**config.mk**
```make
export PLATFORM = sky130hd
export DESIGN_NAME = pair_packer
export DESIGN_NICKNAME = d
export VERILOG_FILES = /design/src/rtl/pair_packer_pkg.sv /design/src/rtl/pp_slot.sv /design/src/rtl/pp_ovr_guard.sv /design/src/rtl/pp_xfer_ctl.sv /design/src/rtl/pair_packer.sv
export SDC_FILE = /design/constraint.sdc
export NUM_CORES = 1
export LEC_CHECK = 0
export BUFFER_PORTS_ARGS = -buffer_cell sky130_fd_sc_hd__buf_2
export CORE_MARGIN = 2
export CORE_UTILIZATION = 53
export CTS_CLUSTER_DIAMETER = 150
export DETAILED_ROUTE_END_ITERATION = 8
export GPL_TIMING_DRIVEN = 0
export PLACE_DENSITY = 0.92
export SETUP_SLACK_MARGIN = 0.15
export SLEW_MARGIN = 20
export SYNTH_ARGS = -nofsm -noshare
export SYNTH_HDL_FRONTEND = slang
export SYNTH_HIERARCHICAL = 1
export SYNTH_SLANG_ARGS = --single-unit
```
**constraint.sdc**
```tcl
create_clock -name clk -period 5.91 [get_ports clk]
set_clock_uncertainty 0.05 [all_clocks]
set_input_delay 0.591 -clock clk [delete_from_list [all_inputs] [get_ports clk]]
set_output_delay 0.591 -clock clk [all_outputs]
set_load 0.03 [all_outputs]
```
**src/rtl/pair_packer_pkg.sv**
```systemverilog
package pair_packer_pkg;

  typedef enum logic [1:0] {
    PK_NONE = 2'b00,
    PK_RSVD = 2'b01,
    PK_WIDE = 2'b10,
    PK_BYTE = 2'b11
  } pk_mode_t;

  function automatic logic is_paired(input pk_mode_t md);
    return (md == PK_WIDE) || (md == PK_BYTE);
  endfunction

endpackage

```
**src/rtl/pp_slot.sv**
```systemverilog
module pp_slot #(
  parameter int DW = 16
) (
  input  logic          clk,
  input  logic          rst_n,
  input  logic          vld,
  input  logic [DW-1:0] data,
  input  logic          take,
  input  logic          guard,
  output logic          full,
  output logic [DW-1:0] q,
  output logic          ovr
);

  logic load;

  // a result is accepted when the slot is free, being read now, or unguarded
  assign load = vld && (!full || take || !guard);
  assign ovr  = vld && full && !take && guard;

  always_ff @(posedge clk) begin
    if (!rst_n) begin
      full <= 1'b0;
      q    <= '0;
    end else if (load) begin
      full <= 1'b1;
      q    <= data;
    end else if (take) begin
      full <= 1'b0;
    end
  end

  // a guarded, unread result is never replaced
  a_r7_keep_held: assert property (@(posedge clk) disable iff (!rst_n)
    (full && !take && guard) |=> (full && $stable(q)));

  // read and new result together reload the slot
  a_r11_reload: assert property (@(posedge clk) disable iff (!rst_n)
    (vld && take) |=> (full && q == $past(data)));

endmodule

```
**src/rtl/pp_ovr_guard.sv**
```systemverilog
module pp_ovr_guard (
  input  logic clk,
  input  logic rst_n,
  input  logic paired,
  input  logic clr,
  input  logic ovr_m,
  input  logic ovr_s,
  output logic lock
);

  logic any_ovr;
  logic wipe;

  assign any_ovr = ovr_m || ovr_s;
  assign wipe    = clr || !paired;

  always_ff @(posedge clk) begin
    if (!rst_n)       lock <= 1'b0;
    else if (wipe)    lock <= 1'b0;
    else if (any_ovr) lock <= 1'b1;
  end

  a_r7_lock_set: assert property (@(posedge clk) disable iff (!rst_n)
    (any_ovr && !wipe) |=> lock);

  a_r8_lock_clear: assert property (@(posedge clk) disable iff (!rst_n)
    wipe |=> !lock);

  a_r7_lock_sticky: assert property (@(posedge clk) disable iff (!rst_n)
    (lock && !wipe) |=> lock);

endmodule

```
**src/rtl/pp_xfer_ctl.sv**
```systemverilog
module pp_xfer_ctl #(
  parameter int CW = 8
) (
  input  logic          clk,
  input  logic          rst_n,
  input  logic          fire,
  input  logic          circular,
  input  logic          restart,
  input  logic [CW-1:0] limit,
  output logic          done
);

  logic [CW-1:0] cnt;

  always_ff @(posedge clk) begin
    if (!rst_n)       cnt <= '0;
    else if (restart) cnt <= '0;
    else if (fire)    cnt <= cnt + 1'b1;
  end

  assign done = !circular && (cnt >= limit);

  // one-shot transfers never go past the limit
  a_r9_within_limit: assert property (@(posedge clk) disable iff (!rst_n)
    (fire && !circular) |-> (cnt < limit));

  // restart brings the count back to zero
  a_r10_restart_zero: assert property (@(posedge clk) disable iff (!rst_n)
    restart |=> (cnt == '0));

endmodule

```
**src/rtl/pair_packer.sv**
```systemverilog
module pair_packer
  import pair_packer_pkg::*;
#(
  parameter int DW = 16,
  parameter int CW = 8
) (
  input  logic            clk,
  input  logic            rst_n,
  input  logic [1:0]      mode,
  input  logic            circular,
  input  logic [CW-1:0]   xfer_limit,
  input  logic            restart,
  input  logic            clr_ovr,
  input  logic            mst_vld,
  input  logic [DW-1:0]   mst_data,
  input  logic            slv_vld,
  input  logic [DW-1:0]   slv_data,
  input  logic            rd_ack,
  output logic [2*DW-1:0] pair_word,
  output logic            dma_req,
  output logic            ovr_lock,
  output logic            mst_held,
  output logic            slv_held,
  output logic            xfer_done
);

  localparam int WW = 2 * DW;
  localparam int PADW = WW - 16;

  function automatic logic [WW-1:0] pack_word(input pk_mode_t md,
                                              input logic [DW-1:0] m,
                                              input logic [DW-1:0] s);
    logic [WW-1:0] w;
    w = '0;
    case (md)
      PK_WIDE: w = {s, m};
      PK_BYTE: w = {{PADW{1'b0}}, s[7:0], m[7:0]};
      default: w = '0;
    endcase
    return w;
  endfunction

  pk_mode_t      md;
  logic          paired;
  logic          fire;
  logic          ovr_m, ovr_s;
  logic [DW-1:0] m_q, s_q;

  assign md     = pk_mode_t'(mode);
  assign paired = is_paired(md);

  pp_slot #(.DW(DW)) u_mst (
    .clk(clk), .rst_n(rst_n), .vld(mst_vld), .data(mst_data),
    .take(fire), .guard(paired), .full(mst_held), .q(m_q), .ovr(ovr_m));

  pp_slot #(.DW(DW)) u_slv (
    .clk(clk), .rst_n(rst_n), .vld(slv_vld), .data(slv_data),
    .take(fire), .guard(paired), .full(slv_held), .q(s_q), .ovr(ovr_s));

  pp_ovr_guard u_guard (
    .clk(clk), .rst_n(rst_n), .paired(paired), .clr(clr_ovr),
    .ovr_m(ovr_m), .ovr_s(ovr_s), .lock(ovr_lock));

  pp_xfer_ctl #(.CW(CW)) u_xfer (
    .clk(clk), .rst_n(rst_n), .fire(fire), .circular(circular),
    .restart(restart), .limit(xfer_limit), .done(xfer_done));

  assign dma_req   = paired && mst_held && slv_held && !ovr_lock && !xfer_done;
  assign fire      = dma_req && rd_ack;
  assign pair_word = pack_word(md, m_q, s_q);

  a_r2_req_has_pair: assert property (@(posedge clk) disable iff (!rst_n)
    dma_req |-> (mst_held && slv_held && !ovr_lock));

  a_r5_none_quiet: assert property (@(posedge clk) disable iff (!rst_n)
    !paired |-> (!dma_req && !ovr_m && !ovr_s));

  a_r6_ack_clears: assert property (@(posedge clk) disable iff (!rst_n)
    (fire && !mst_vld && !slv_vld) |=> (!mst_held && !slv_held));

endmodule

```
# [Word level (Yosys, flattened, before mapping)]
# Index checks and enable logic that the tools add are counted.
[word_totals] register_bits=43 input_bits=50 output_inout_bits=37
[op_classes] addsub=1 order_cmp=1 eq_ne=2 mux=4 n_bitwise=1 n_reduce_logical=32
[op_table] operator="one-hot mux 32 bit (2 select lines)" n=1
[op_table] operator="logical AND 1 bit" n=14
[op_table] operator="adder 8 x 1 -> 8 bit, second input constant" n=1
[op_table] operator=">= comparator 8 bit" n=1
[op_table] operator="logical NOT 1 bit" n=7
[op_table] operator="logical OR 1 bit" n=7
[op_table] operator="== test 2 bit, second input constant" n=2
[op_table] operator="nonzero test 2 bit" n=2
[op_table] operator="OR reduction 2 bit" n=2
[op_table] operator="2-to-1 mux 1 bit" n=3
[op_table] operator="inverter 1 bit" n=1

# [Depth between registers and ports, before layout]
[depth] ltp_word=11 depth_mapped=12 mapped_depth_nobuf=11

# [By module]
# Netlist, hierarchy kept.
[by_module_without_submodules] module="pp_slot" instances=2 cells_per_inst=75 area_per_inst_um2=710.7
[by_module_without_submodules] module="pp_xfer_ctl" instances=1 cells_per_inst=64 area_per_inst_um2=535.5
[by_module_without_submodules] module="pair_packer" instances=1 cells_per_inst=49 area_per_inst_um2=351.6
[by_module_without_submodules] module="pp_ovr_guard" instances=1 cells_per_inst=4 area_per_inst_um2=33.8

# [Worst setup path after synthesis]
# Ideal clock, no wire load.
[synth_timing] path_type="input -> register" from="input xfer_limit[2]" to="register u_xfer.cnt[6]" setup_ns=0.070 arrival_time_ns=3.026 t_required_ns=5.790 setup_slack_ns=2.764 stages=10 n_path_buf=1 path_cell_list="inv_1 -> ha_1 -> a211oi_1 -> a211o_1 -> a31oi_1 -> nor3b_1 -> buf_4 -> nand4_2 -> or3_1 -> a21oi_1"
[synth_between] elab_chain_len=5
[synth_lines] item="start: declaration" line_no="pair_packer.sv:11" source="input logic [CW-1:0] xfer_limit,"
[synth_lines] item=">= comparator 8 bit" line_no="pp_xfer_ctl.sv:21" source="assign done = !circular && (cnt >= limit);"
[synth_lines] item="logical AND 1 bit" line_no="pp_xfer_ctl.sv:21"
[synth_lines] item="via xfer_done" line_no="pair_packer.sv:24" source="output logic xfer_done"
[synth_lines] item="logical NOT 1 bit" line_no="pair_packer.sv:68" source="assign dma_req = paired && mst_held && slv_held && !ovr_lock && !xfer_done;"
[synth_lines] item="logical AND 1 bit" line_no="pair_packer.sv:68"
[synth_lines] item="logical AND 1 bit" line_no="pair_packer.sv:69" source="assign fire = dma_req && rd_ack;"
[synth_lines] item="via fire" line_no="pair_packer.sv:45" source="logic fire;"
[synth_lines] item="end signal: assignment" line_no="pp_xfer_ctl.sv:18" source="else if (fire) cnt <= cnt + 1'b1;"
[synth_lines] item="end: declaration" line_no="pp_xfer_ctl.sv:13" source="logic [CW-1:0] cnt;"
# The timed path passes the listed nets, and every way through them passes these cells.
# A chain may end at the register's enable or synchronous reset.

# [Final worst setup path]
[layout_timing] from="register u_xfer.cnt[0]" to="register u_xfer.cnt[6]"
[layout_between] elab_chain_len=5
[layout_lines] item=">= comparator 8 bit" line_no="pp_xfer_ctl.sv:21"
[layout_lines] item="logical AND 1 bit" line_no="pp_xfer_ctl.sv:21"
[layout_lines] item="logical NOT 1 bit" line_no="pair_packer.sv:68"
[layout_lines] item="logical AND 1 bit" line_no="pair_packer.sv:68"
[layout_lines] item="logical AND 1 bit" line_no="pair_packer.sv:69"
[layout_lines] item="via fire" line_no="pair_packer.sv:45"
# The timed path passes the listed nets, and every way through them passes these cells.

==> metrics <==
outcome complete, no violations; Slew Limit Fails 0; reg2reg setup slack 2.98 ns; GR met2 Demand/Resource 0.3847; Yosys cell types 34; die area 4967 sq um; CP required 6.08 ns; ANT cells 0; number of DRC markers in iteration 0 83; Synthesis Warnings 6; GR peak layer met2; fin crit share 0.4955; number of global-route vias before repair 1978; cts repair resizes 0; vias per cell 5.010; CTS sink count 43; CP Data Arrival Time 3.10 ns; Peak VDD IR 0.1212 mV; htree depth 2; Reg clk slew, reported paths 0.08 ns; HPWL Detailed 4023 um; # hold bufs at CTS 0; die width 70.48 um; Initial Utilization 0.5455; GPL Wtd Cong 0.7837; number of nets in the layout 417; most common cell after layout, fill and taps aside buf_2; Setup-failing EPs final 0; drt pass-1 iters 4; Clock Latency Late Sink 0.29 ns; post-synthesis sequential area ratio 0.3675; syn nets 326; DRC Markers 0; CTS buffer count 5; worst slew pin tran 0.7159 ns; # rows 24; initial antenna violation count 0; layout cells sized above 1 0.3156; Cells after DPL 403; Setup crit end kind flip-flop; # IOs 87; Clock Tree Buf Depth 2; Root Buffer clkbuf_8; port bufs 84; crit path launch type flip-flop; drt wl/cell 12.46 um; Slew HR 0.5217; total grt overflow 0; Die H 70.48 um; first-pass GRT wire length 8493 um; leak pwr 1.495 nW; met3 usage 0.05195; GRT met1 Usage 0.2450; worst-path fanout max 6; Total Routing Usage GR 0.2115; largest net degree at the start of global routing 13; area grow syn2layout 24.47%; minimum clock period 2.928 ns; final hold violations 0; detailed-route via count 2054; setup TNS 0 ns; PD cells 211.3 nW/um^2; Final ANT Viol Nets 0; Post-CTS Setup Bufs 0; fin cells 410; RSZ-0062 raised after global routing false; mapped cell area 2342 sq um; Fmax achieved 0.3415 GHz; Yosys reg bits 43; max cap viols 0; Core ar. 4294 sq um; CTS tree done; most frequent cells in the layout buf_2, nand2_1, dfxtp_1, mux2i_1, and2_1; Synth Area per Inst 8.772 sq um; Setup CP Type flip-flop to flip-flop; worst min path class flip-flop to flip-flop; Synth Instances 267; final wirelength 5110 um
## registers in the layout (all words and copies together), names as in the netlist
name          cells
u_mst/q          16
u_slv/q          16
u_xfer/cnt        8
u_guard/lock      1
u_mst/full        1
u_slv/full        1
## worst max-delay path, stage by stage (launching register included)
cell      delay [ns]
dfxtp_1         0.43
inv_1           0.07
ha_1            0.27
o211ai_1        0.19
a211o_1         0.16
a31oi_1         0.15
nor3b_1         0.63
buf_4           0.27
nand4_2         0.11
or3_1           0.37
a21oi_1         0.16
## through the flow
| step | power (mW) | utilization | area (sq um) | setup slack [ns] | hold WS, ns |
|---|---|---|---|---|---|
| 3_3_place_gp | 0.4331 | 0.6585 | 2828 | 2.760 | 0.3881 |
| 2_1_floorplan | 0.3993 | - | 2342 | 2.764 | 0.3801 |
| 5_1_grt | 0.6438 | 0.6789 | 2915 | 2.768 | 0.4087 |
| 4_1_cts | 0.6229 | 0.6789 | 2915 | 2.946 | 0.4046 |
| 6_report | 0.6161 | 0.6789 | 2915 | 2.982 | 0.4064 |
| 3_5_place_dp | 0.4371 | 0.6585 | 2828 | 2.673 | 0.3952 |
## worst paths after layout
check                             startpoint                    endpoint  cells after the start
hold / removal      u_slv/q[14]$_SDFFE_PN0P_    u_slv/q[14]$_SDFFE_PN0P_                      2
setup / recovery  u_xfer/cnt[0]$_SDFFE_PP0P_  u_xfer/cnt[6]$_SDFFE_PP0P_                     10
setup reg to reg  u_xfer/cnt[0]$_SDFFE_PP0P_  u_xfer/cnt[6]$_SDFFE_PP0P_                     10
hold reg to reg     u_slv/q[14]$_SDFFE_PN0P_    u_slv/q[14]$_SDFFE_PN0P_                      2
## per-layer routing
metal | up-vias | wire (um)
li1 | 1048 | -
met1 | 937 | 2199
met2 | 62 | 2529
met3 | 7 | 331
met4 | 0 | 49
met5 | - | 0
## final cells by class
class,instances,area (sq um)
clock buffers,6,82.58
repair buffers,84,420.4
fillers,376,1379
multi-input cells,196,1299
clock inverters,1,5.005
plain buffers,19,148.9
inverters,9,33.78
flip-flops and latches,43,860.8
well taps,52,65.06
## logic make-up (layout without fill, tap and decap cells)
family,Yosys count,count (layout),share of synthesized area
adders and majority gates,9,9,0.04808
buffers and inverters,28,119,0.07799
xor gates and xnor gates,5,5,0.01870
DFF,43,43,0.3675
and+or+nand+nor,127,127,0.2698
muxes,41,41,0.1752
AOI/OAI and AO/OA,14,14,0.04274
## Yosys cell counts
cell type / n / area (sq um)
buf_2: 6 / 30.03
nand4_2: 1 / 12.51
a21oi_1: 3 / 15.01
ha_1: 9 / 112.6
a21o_1: 1 / 7.510
nand3_1: 3 / 15.01
nor2b_4: 3 / 41.29
nor3_1: 3 / 15.01
nor2b_1: 8 / 50.05
inv_1: 9 / 33.78
nor3b_1: 1 / 7.510
a31oi_1: 1 / 6.260
nand2_1: 68 / 255.2
buf_4: 2 / 15.01
nand4_1: 2 / 12.51
nor2_1: 8 / 30.03
a211oi_1: 1 / 7.510
o211ai_1: 1 / 7.510
o21a_1: 2 / 15.01
nand2b_1: 1 / 6.260
a211o_1: 1 / 8.760
buf_6: 4 / 45.04
mux2i_1: 41 / 410.4
xor2_1: 3 / 26.28
or3_1: 2 / 12.51
dfxtp_1: 43 / 860.8
nand4b_1: 1 / 8.760
o21ai_0: 2 / 10.01
clkbuf_1: 5 / 18.77
buf_12: 2 / 40.04
xnor2_1: 2 / 17.52
and2_1: 24 / 150.1
and3_2: 2 / 15.01
a21boi_2: 2 / 22.52
## power by group
group | switching, mW | internal, mW | total [mW]
Sequential | 0.00901 | 0.305 | 0.314
Clock | 0.0949 | 0.0917 | 0.187
Combinational | 0.0625 | 0.0525 | 0.115
Total | 0.166 | 0.450 | 0.616
(Power assumes the default switching activity.)
